File: config.mk
export PLATFORM = sky130hd
export DESIGN_NAME = irq_src_gate
export DESIGN_NICKNAME = d
export VERILOG_FILES = /design/src/rtl/igu_pkg.sv /design/src/rtl/igu_src_slot.sv /design/src/rtl/igu_read_mux.sv /design/src/rtl/irq_src_gate.sv
export SDC_FILE = /design/constraint.sdc
export NUM_CORES = 2
export LEC_CHECK = 0
export ABC_AREA = 0
export BUFFER_PORTS_ARGS = -buffer_cell sky130_fd_sc_hd__buf_2
export CAP_MARGIN = 20
export CORE_ASPECT_RATIO = 1.75
export CORE_UTILIZATION = 30
export DETAILED_ROUTE_END_ITERATION = 10
export MAX_ROUTING_LAYER = met4
export PLACE_DENSITY = 0.51
export SYNTH_ARGS = -nofsm -noshare
export SYNTH_HDL_FRONTEND = slang
export SYNTH_SLANG_ARGS = --single-unit
File: constraint.sdc
create_clock -name clk -period 8.5 [get_ports clk]
set_clock_uncertainty 0.1 [all_clocks]
set_input_delay 1.7 -clock clk [delete_from_list [all_inputs] [get_ports clk]]
set_output_delay 1.7 -clock clk [all_outputs]
set_load 0.005 [all_outputs]
File: src/rtl/igu_pkg.sv
package igu_pkg;

  localparam logic [31:0] CFG_WMASK = 32'h800F_00FF;
  localparam int MASK_BIT  = 31;
  localparam int ACT_BIT   = 30;
  localparam int SENSE_BIT = 22;
  localparam int PRIO_LSB  = 16;

  typedef struct packed {
    logic       masked;
    logic [3:0] prio;
    logic [7:0] vec;
  } src_cfg_t;

  localparam src_cfg_t CFG_RESET = '{masked: 1'b1, prio: 4'd0, vec: 8'd0};

  // Keep only the software-writable fields of a configuration write.
  function automatic src_cfg_t cfg_from_word(input logic [31:0] w);
    logic [31:0] k;
    src_cfg_t c;
    k = w & CFG_WMASK;
    c.masked = k[MASK_BIT];
    c.prio   = k[PRIO_LSB +: 4];
    c.vec    = k[7:0];
    return c;
  endfunction

  // Assemble the readback word from stored fields and read-only flags.
  function automatic logic [31:0] cfg_to_word(input src_cfg_t c, input logic act,
                                              input logic sense);
    logic [31:0] w;
    w = '0;
    w[MASK_BIT]         = c.masked;
    w[ACT_BIT]          = act;
    w[SENSE_BIT]        = sense;
    w[PRIO_LSB +: 4]    = c.prio;
    w[7:0]              = c.vec;
    return w;
  endfunction

  // The five delivery gates.
  function automatic logic may_deliver(input logic pend, input logic act,
                                       input src_cfg_t c, input logic has_dest);
    return pend && !act && !c.masked && (c.prio != 4'd0) && has_dest;
  endfunction

endpackage

File: src/rtl/igu_src_slot.sv
module igu_src_slot
  import igu_pkg::*;
#(
  parameter int NUM_CPU = 2,
  parameter bit LEVEL   = 1'b0
) (
  input  logic               clk,
  input  logic               rst_n,
  input  logic               irq_i,
  input  logic               cfg_we_i,
  input  logic               dst_we_i,
  input  logic [31:0]        wdata_i,
  input  logic               ack_i,
  output logic [31:0]        cfg_word_o,
  output logic [NUM_CPU-1:0] dest_o,
  output logic               fire_o
);

  src_cfg_t           cfg;
  logic [NUM_CPU-1:0] dest;
  logic               pend, act, irq_q;
  logic               pend_nx, act_nx;
  logic               rise;

  assign rise   = irq_i & ~irq_q;
  assign fire_o = may_deliver(pend, act, cfg, |dest);

  generate
    if (LEVEL) begin : g_level
      assign pend_nx = irq_i;
      assign act_nx  = irq_i & (act | fire_o);
    end else begin : g_edge
      assign pend_nx = rise | (pend & ~ack_i);
      assign act_nx  = ~ack_i & (act | fire_o);
    end
  endgenerate

  always_ff @(posedge clk or negedge rst_n) begin
    if (!rst_n) begin
      cfg   <= CFG_RESET;
      dest  <= '0;
      pend  <= 1'b0;
      act   <= 1'b0;
      irq_q <= 1'b0;
    end else begin
      irq_q <= irq_i;
      pend  <= pend_nx;
      act   <= act_nx;
      if (cfg_we_i) cfg  <= cfg_from_word(wdata_i);
      if (dst_we_i) dest <= wdata_i[NUM_CPU-1:0];
    end
  end

  assign cfg_word_o = cfg_to_word(cfg, act, LEVEL);
  assign dest_o     = dest;

  AST_ACT_ONLY_BY_FIRE: assert property (@(posedge clk) disable iff (!rst_n)
    $rose(act) |-> $past(fire_o));

  AST_STROBE_ONE_CYCLE: assert property (@(posedge clk) disable iff (!rst_n)
    (fire_o && !(ack_i && rise)) |=> !fire_o);

  generate
    if (LEVEL) begin : g_lvl_chk
      AST_LEVEL_LOW_CLEARS: assert property (@(posedge clk) disable iff (!rst_n)
        !irq_i |=> (!pend && !act));
    end else begin : g_edge_chk
      AST_EDGE_ACK_CLEARS: assert property (@(posedge clk) disable iff (!rst_n)
        (ack_i && !rise) |=> (!pend && !act));
      AST_EDGE_HOLDS_PENDING: assert property (@(posedge clk) disable iff (!rst_n)
        (pend && !ack_i) |=> pend);
    end
  endgenerate

endmodule

File: src/rtl/igu_read_mux.sv
module igu_read_mux #(
  parameter int NUM_SRC = 64,
  parameter int NUM_CPU = 2,
  parameter int IDX_W   = $clog2(NUM_SRC)
) (
  input  logic [IDX_W-1:0]   idx_i,
  input  logic [31:0]        cfg_words_i [NUM_SRC],
  input  logic [NUM_CPU-1:0] dests_i     [NUM_SRC],
  output logic [31:0]        cfg_o,
  output logic [NUM_CPU-1:0] dest_o
);

  always_comb begin
    cfg_o  = '0;
    dest_o = '0;
    for (int s = 0; s < NUM_SRC; s++) begin
      if (idx_i == IDX_W'(s)) begin
        cfg_o  = cfg_words_i[s];
        dest_o = dests_i[s];
      end
    end
  end

endmodule

File: src/rtl/irq_src_gate.sv
module irq_src_gate #(
  parameter int          NUM_SRC   = 64,
  parameter int          NUM_CPU   = 2,
  parameter logic [63:0] LEVEL_SRC = 64'hFFFF_FFFF_0000_0000,
  parameter int          IDX_W     = $clog2(NUM_SRC)
) (
  input  logic                       clk,
  input  logic                       rst_n,
  input  logic [NUM_SRC-1:0]         irq_i,
  input  logic                       reg_we_i,
  input  logic                       reg_sel_i,
  input  logic [IDX_W-1:0]           reg_idx_i,
  input  logic [31:0]                reg_wdata_i,
  input  logic                       ack_i,
  input  logic [IDX_W-1:0]           ack_idx_i,
  input  logic [IDX_W-1:0]           rd_idx_i,
  output logic [31:0]                rd_cfg_o,
  output logic [NUM_CPU-1:0]         rd_dest_o,
  output logic [NUM_CPU*NUM_SRC-1:0] raise_o
);

  logic [NUM_SRC-1:0] fire;
  logic [NUM_SRC-1:0] cfg_we, dst_we, ack_hit;
  logic [31:0]        cfg_words [NUM_SRC];
  logic [NUM_CPU-1:0] dests     [NUM_SRC];

  generate
    for (genvar s = 0; s < NUM_SRC; s++) begin : g_src
      assign cfg_we[s]  = reg_we_i & ~reg_sel_i & (reg_idx_i == IDX_W'(s));
      assign dst_we[s]  = reg_we_i &  reg_sel_i & (reg_idx_i == IDX_W'(s));
      assign ack_hit[s] = ack_i & (ack_idx_i == IDX_W'(s));

      igu_src_slot #(
        .NUM_CPU (NUM_CPU),
        .LEVEL   (LEVEL_SRC[s])
      ) u_slot (
        .clk        (clk),
        .rst_n      (rst_n),
        .irq_i      (irq_i[s]),
        .cfg_we_i   (cfg_we[s]),
        .dst_we_i   (dst_we[s]),
        .wdata_i    (reg_wdata_i),
        .ack_i      (ack_hit[s]),
        .cfg_word_o (cfg_words[s]),
        .dest_o     (dests[s]),
        .fire_o     (fire[s])
      );

      for (genvar c = 0; c < NUM_CPU; c++) begin : g_cpu
        assign raise_o[c*NUM_SRC + s] = fire[s] & dests[s][c];
      end
    end
  endgenerate

  igu_read_mux #(
    .NUM_SRC (NUM_SRC),
    .NUM_CPU (NUM_CPU),
    .IDX_W   (IDX_W)
  ) u_rd (
    .idx_i       (rd_idx_i),
    .cfg_words_i (cfg_words),
    .dests_i     (dests),
    .cfg_o       (rd_cfg_o),
    .dest_o      (rd_dest_o)
  );

  AST_NO_RAISE_IN_RESET: assert property (@(posedge clk)
    !rst_n |-> (raise_o == '0));

endmodule

==> impl_metrics.toml <==
[place]
dp_hpwl_mm = 177
post-place-ws_ns = 0.750
place_area_um2 = 58400
gp_congestion = 0.975
port_buffers = 244

[power]
ir_drop_mv = 0.157
p_leak_nw = 29.1
finalPower_mw = 12.9
power.density_nw_per_um2 = 207

[setup_path]
required_ns = 6.70
critPathCaptureType = "output pin"
cp-start-kind = "input port"
r2r_cells = 3
worstSetupPathType = "input port to output pin"
arrival_ns = 6.14
crit_fanout = 36

[sta]
relSlewSlack_pct = 15.9
layout_setup_ws_ns = 0.564
max_freq_mhz = 126
rsz0062_at_grt = "no"
setup_tns_ns = 0
final-setup-viol-count = 0
period_needed_ns = 7.94
min_period_over_period_pct = 93.4
report.final.slew_viol_count = 0
finalHoldViolCount = 0
worst_pin_slew_ns = 1.26

[finish]
fin_nets = 4997
multi_input_comb_area_um2 = 23800
utilization_pct = 35.3
area_growth_syn_to_layout_pct = 17.1
register_area_um2 = 28100
final_design_area_no_fill_um2 = 62300
final_common_cell = "dfrtp_1"
drive_above_1_share_pct = 36.1
most-common-layout-cells = "dfrtp_1 (1056), mux2_2 (967), nand2_1 (300)"
nFillCells = 17600

[global_route]
grt_pass1_vias = 42500
grt_max_degree = 189
grt_use_total_pct = 27.3
grt_pass1_wl_mm = 337
antenna_found_initial = 25
overflow = 0

[floorplan]
core_area_um2 = 176000
placementRows = 204
fp.dieW_um = 320
die_area_um2 = 179000
io_pins = 281
chipHeight_um = 559
start_util_pct = 30.1

[drt]
drc = 6
drtPass1Iterations = 9
routed_wl_mm = 241
drt-initial-drc-count = 3712
wl_per_cell_um = 32.7
antenna_left = 0
vias_per_cell = 5.67
routed-via-count = 41800

[min_path]
hold_class = "flip-flop to flip-flop"
hold_depth = 1

[synthesis]
ys.flop_type = "dfrtp_1"
ys_seq_area_share_pct = 52.9
synthXorXnorAreaFrac_pct = 0
synth_cell_types = 81
synthMuxAreaShare_pct = 20.8
synth.avg_cell_area_um2 = 11.6
syn_area_um2 = 53200
synthAdderAreaFrac_pct = 0
synth_compound_area_share_pct = 11.4
synth-edff-count = 0
yosysWarnings = 0
async_flop_share_pct = 100
yosys_register_bits = 1120
yosys.area_share.simple_pct = 12.1
synthCells = 4570
synth_top_family_by_area = "multiplexers"

[outcome]
status = "finished with violations"
violations = "DRC"

[cts]
cts_num_sinks = 1120
cts_max_level = 3
clock_latency_ns = 0.75
cts_tree = "built"
cts-buffers-inserted = 107
ctsRootBufferMaster = "clkbuf_16"
clockBufferDepth = 3
cts-hold-fix-buffers = 0
ctsResizeCount = 0
cts_setup_buffers = 0
clk_pin_slew_ns = 0.06

[flow_run]
maxCapViolations = 0
[state kept, by name, indices dropped and copies added (netlist names)]
name,count
g_src.u_slot.act,64
g_src.u_slot.cfg_word_o,832
g_src.u_slot.dest_o,128
g_src.u_slot.irq_q,32
g_src.u_slot.pend,64
[synthesized netlist by cell type (15+ instances only)]
| library cell | n | share of area (%) |
|---|---|---|
| a221oi_1 | 40 | 0.66 |
| o22ai_1 | 103 | 1.2 |
| a31oi_1 | 21 | 0.25 |
| nor4_1 | 96 | 1.1 |
| nand4_1 | 29 | 0.34 |
| mux2i_1 | 17 | 0.32 |
| dfstp_2 | 64 | 3.2 |
| and2_1 | 130 | 1.5 |
| nor2_1 | 288 | 2.0 |
| and3_1 | 22 | 0.26 |
| o221ai_1 | 41 | 0.68 |
| nand3_1 | 55 | 0.52 |
| mux2_2 | 967 | 20 |
| buf_4 | 25 | 0.35 |
| buf_1 | 58 | 0.41 |
| nand2b_1 | 16 | 0.19 |
| o21ai_0 | 154 | 1.4 |
| a222oi_1 | 21 | 0.40 |
| nor2b_1 | 79 | 0.93 |
| nand2_1 | 300 | 2.1 |
| nor3_1 | 65 | 0.61 |
| dfrtp_1 | 1056 | 50 |
| inv_1 | 40 | 0.28 |
| a21oi_1 | 122 | 1.1 |
| o21a_1 | 68 | 0.96 |
| o211ai_1 | 24 | 0.34 |
| a211oi_1 | 26 | 0.37 |
| a22oi_1 | 128 | 1.8 |
| a2111oi_0 | 18 | 0.30 |
| clkbuf_1 | 199 | 1.4 |
| a221o_1 | 15 | 0.28 |
| buf_2 | 41 | 0.39 |
| nor4b_1 | 65 | 1.1 |
[kinds of logic after synthesis]
| group | after synthesis |
|---|---|
| compound gates | 874 |
| buf+inv | 367 |
| flops | 1120 |
| mux | 984 |
| other cells | 1 |
| simple gates | 1224 |
[per-layer routing]
metal	up-vias	share of wire (%)	global-route usage [%]	wire length, um
met5	-	0	-	0
met1	21700	36	29.1	85900
met4	0	8.9	20.0	21500
li1	17600	-	-	-
met3	642	6.1	4.75	14600
met2	1827	49	45.3	119000
[through the flow]
stage / std cells / hold slack, ns
after global routing: 7358 / 0.333
after global placement: 7135 / 0.304
after detailed placement: 7138 / 0.308
after CTS: 7339 / 0.317
final: 7363 / 0.314
after floorplan: 4586 / 0.300
[worst paths after layout]
path,startpoint,endpoint,slack (ns)
setup / recovery,rd_idx_i[3],rd_cfg_o[6],0.56
hold / removal,g_src[2].u_slot.irq_q,g_src[2].u_slot.pend,0.31
setup reg to reg,g_src[37].u_slot.cfg_word_o[19],g_src[37].u_slot.act,6.89
hold reg to reg,g_src[2].u_slot.irq_q,g_src[2].u_slot.pend,0.31
max in group asynchronous,rst_n,g_src[58].u_slot.cfg_word_o[2],5.27
min in group asynchronous,rst_n,g_src[23].u_slot.act,0.75
[worst max-delay path: stages]
cell       delay, ns
buf_2           0.56
nor4b_4         1.00
nand2_1         0.43
o221ai_1        0.29
a21oi_1         0.08
buf_4           0.19
o31a_1          0.33
nor4_1          0.32
buf_4           0.22
o2111ai_1       0.11
buf_4           0.17
a211o_1         0.48
buf_2           0.21
[where the power goes]
group / switching (mW) / total, mW / leakage [nW] / internal, mW
registers: 0.422 / 6.25 / 14.7 / 5.83
logic: 0.800 / 1.38 / 12.5 / 0.576
clock network: 2.28 / 5.28 / 1.88 / 2.99
total: 3.51 / 12.9 / 29.1 / 9.40
[cell type report]
| type | count | area share (%) |
|---|---|---|
| multi-input combinational | 3099 | 38.2 |
| inverter | 42 | 0.253 |
| clock inverter | 47 | 1.01 |
| timing repair buffer | 508 | 5.43 |
| tap | 2369 | 4.76 |
| sequential | 1120 | 45.2 |
| clock buffer | 154 | 5.09 |
| antenna | 24 | 0.0965 |
Note: power is estimated with default switching activity, not from simulation.
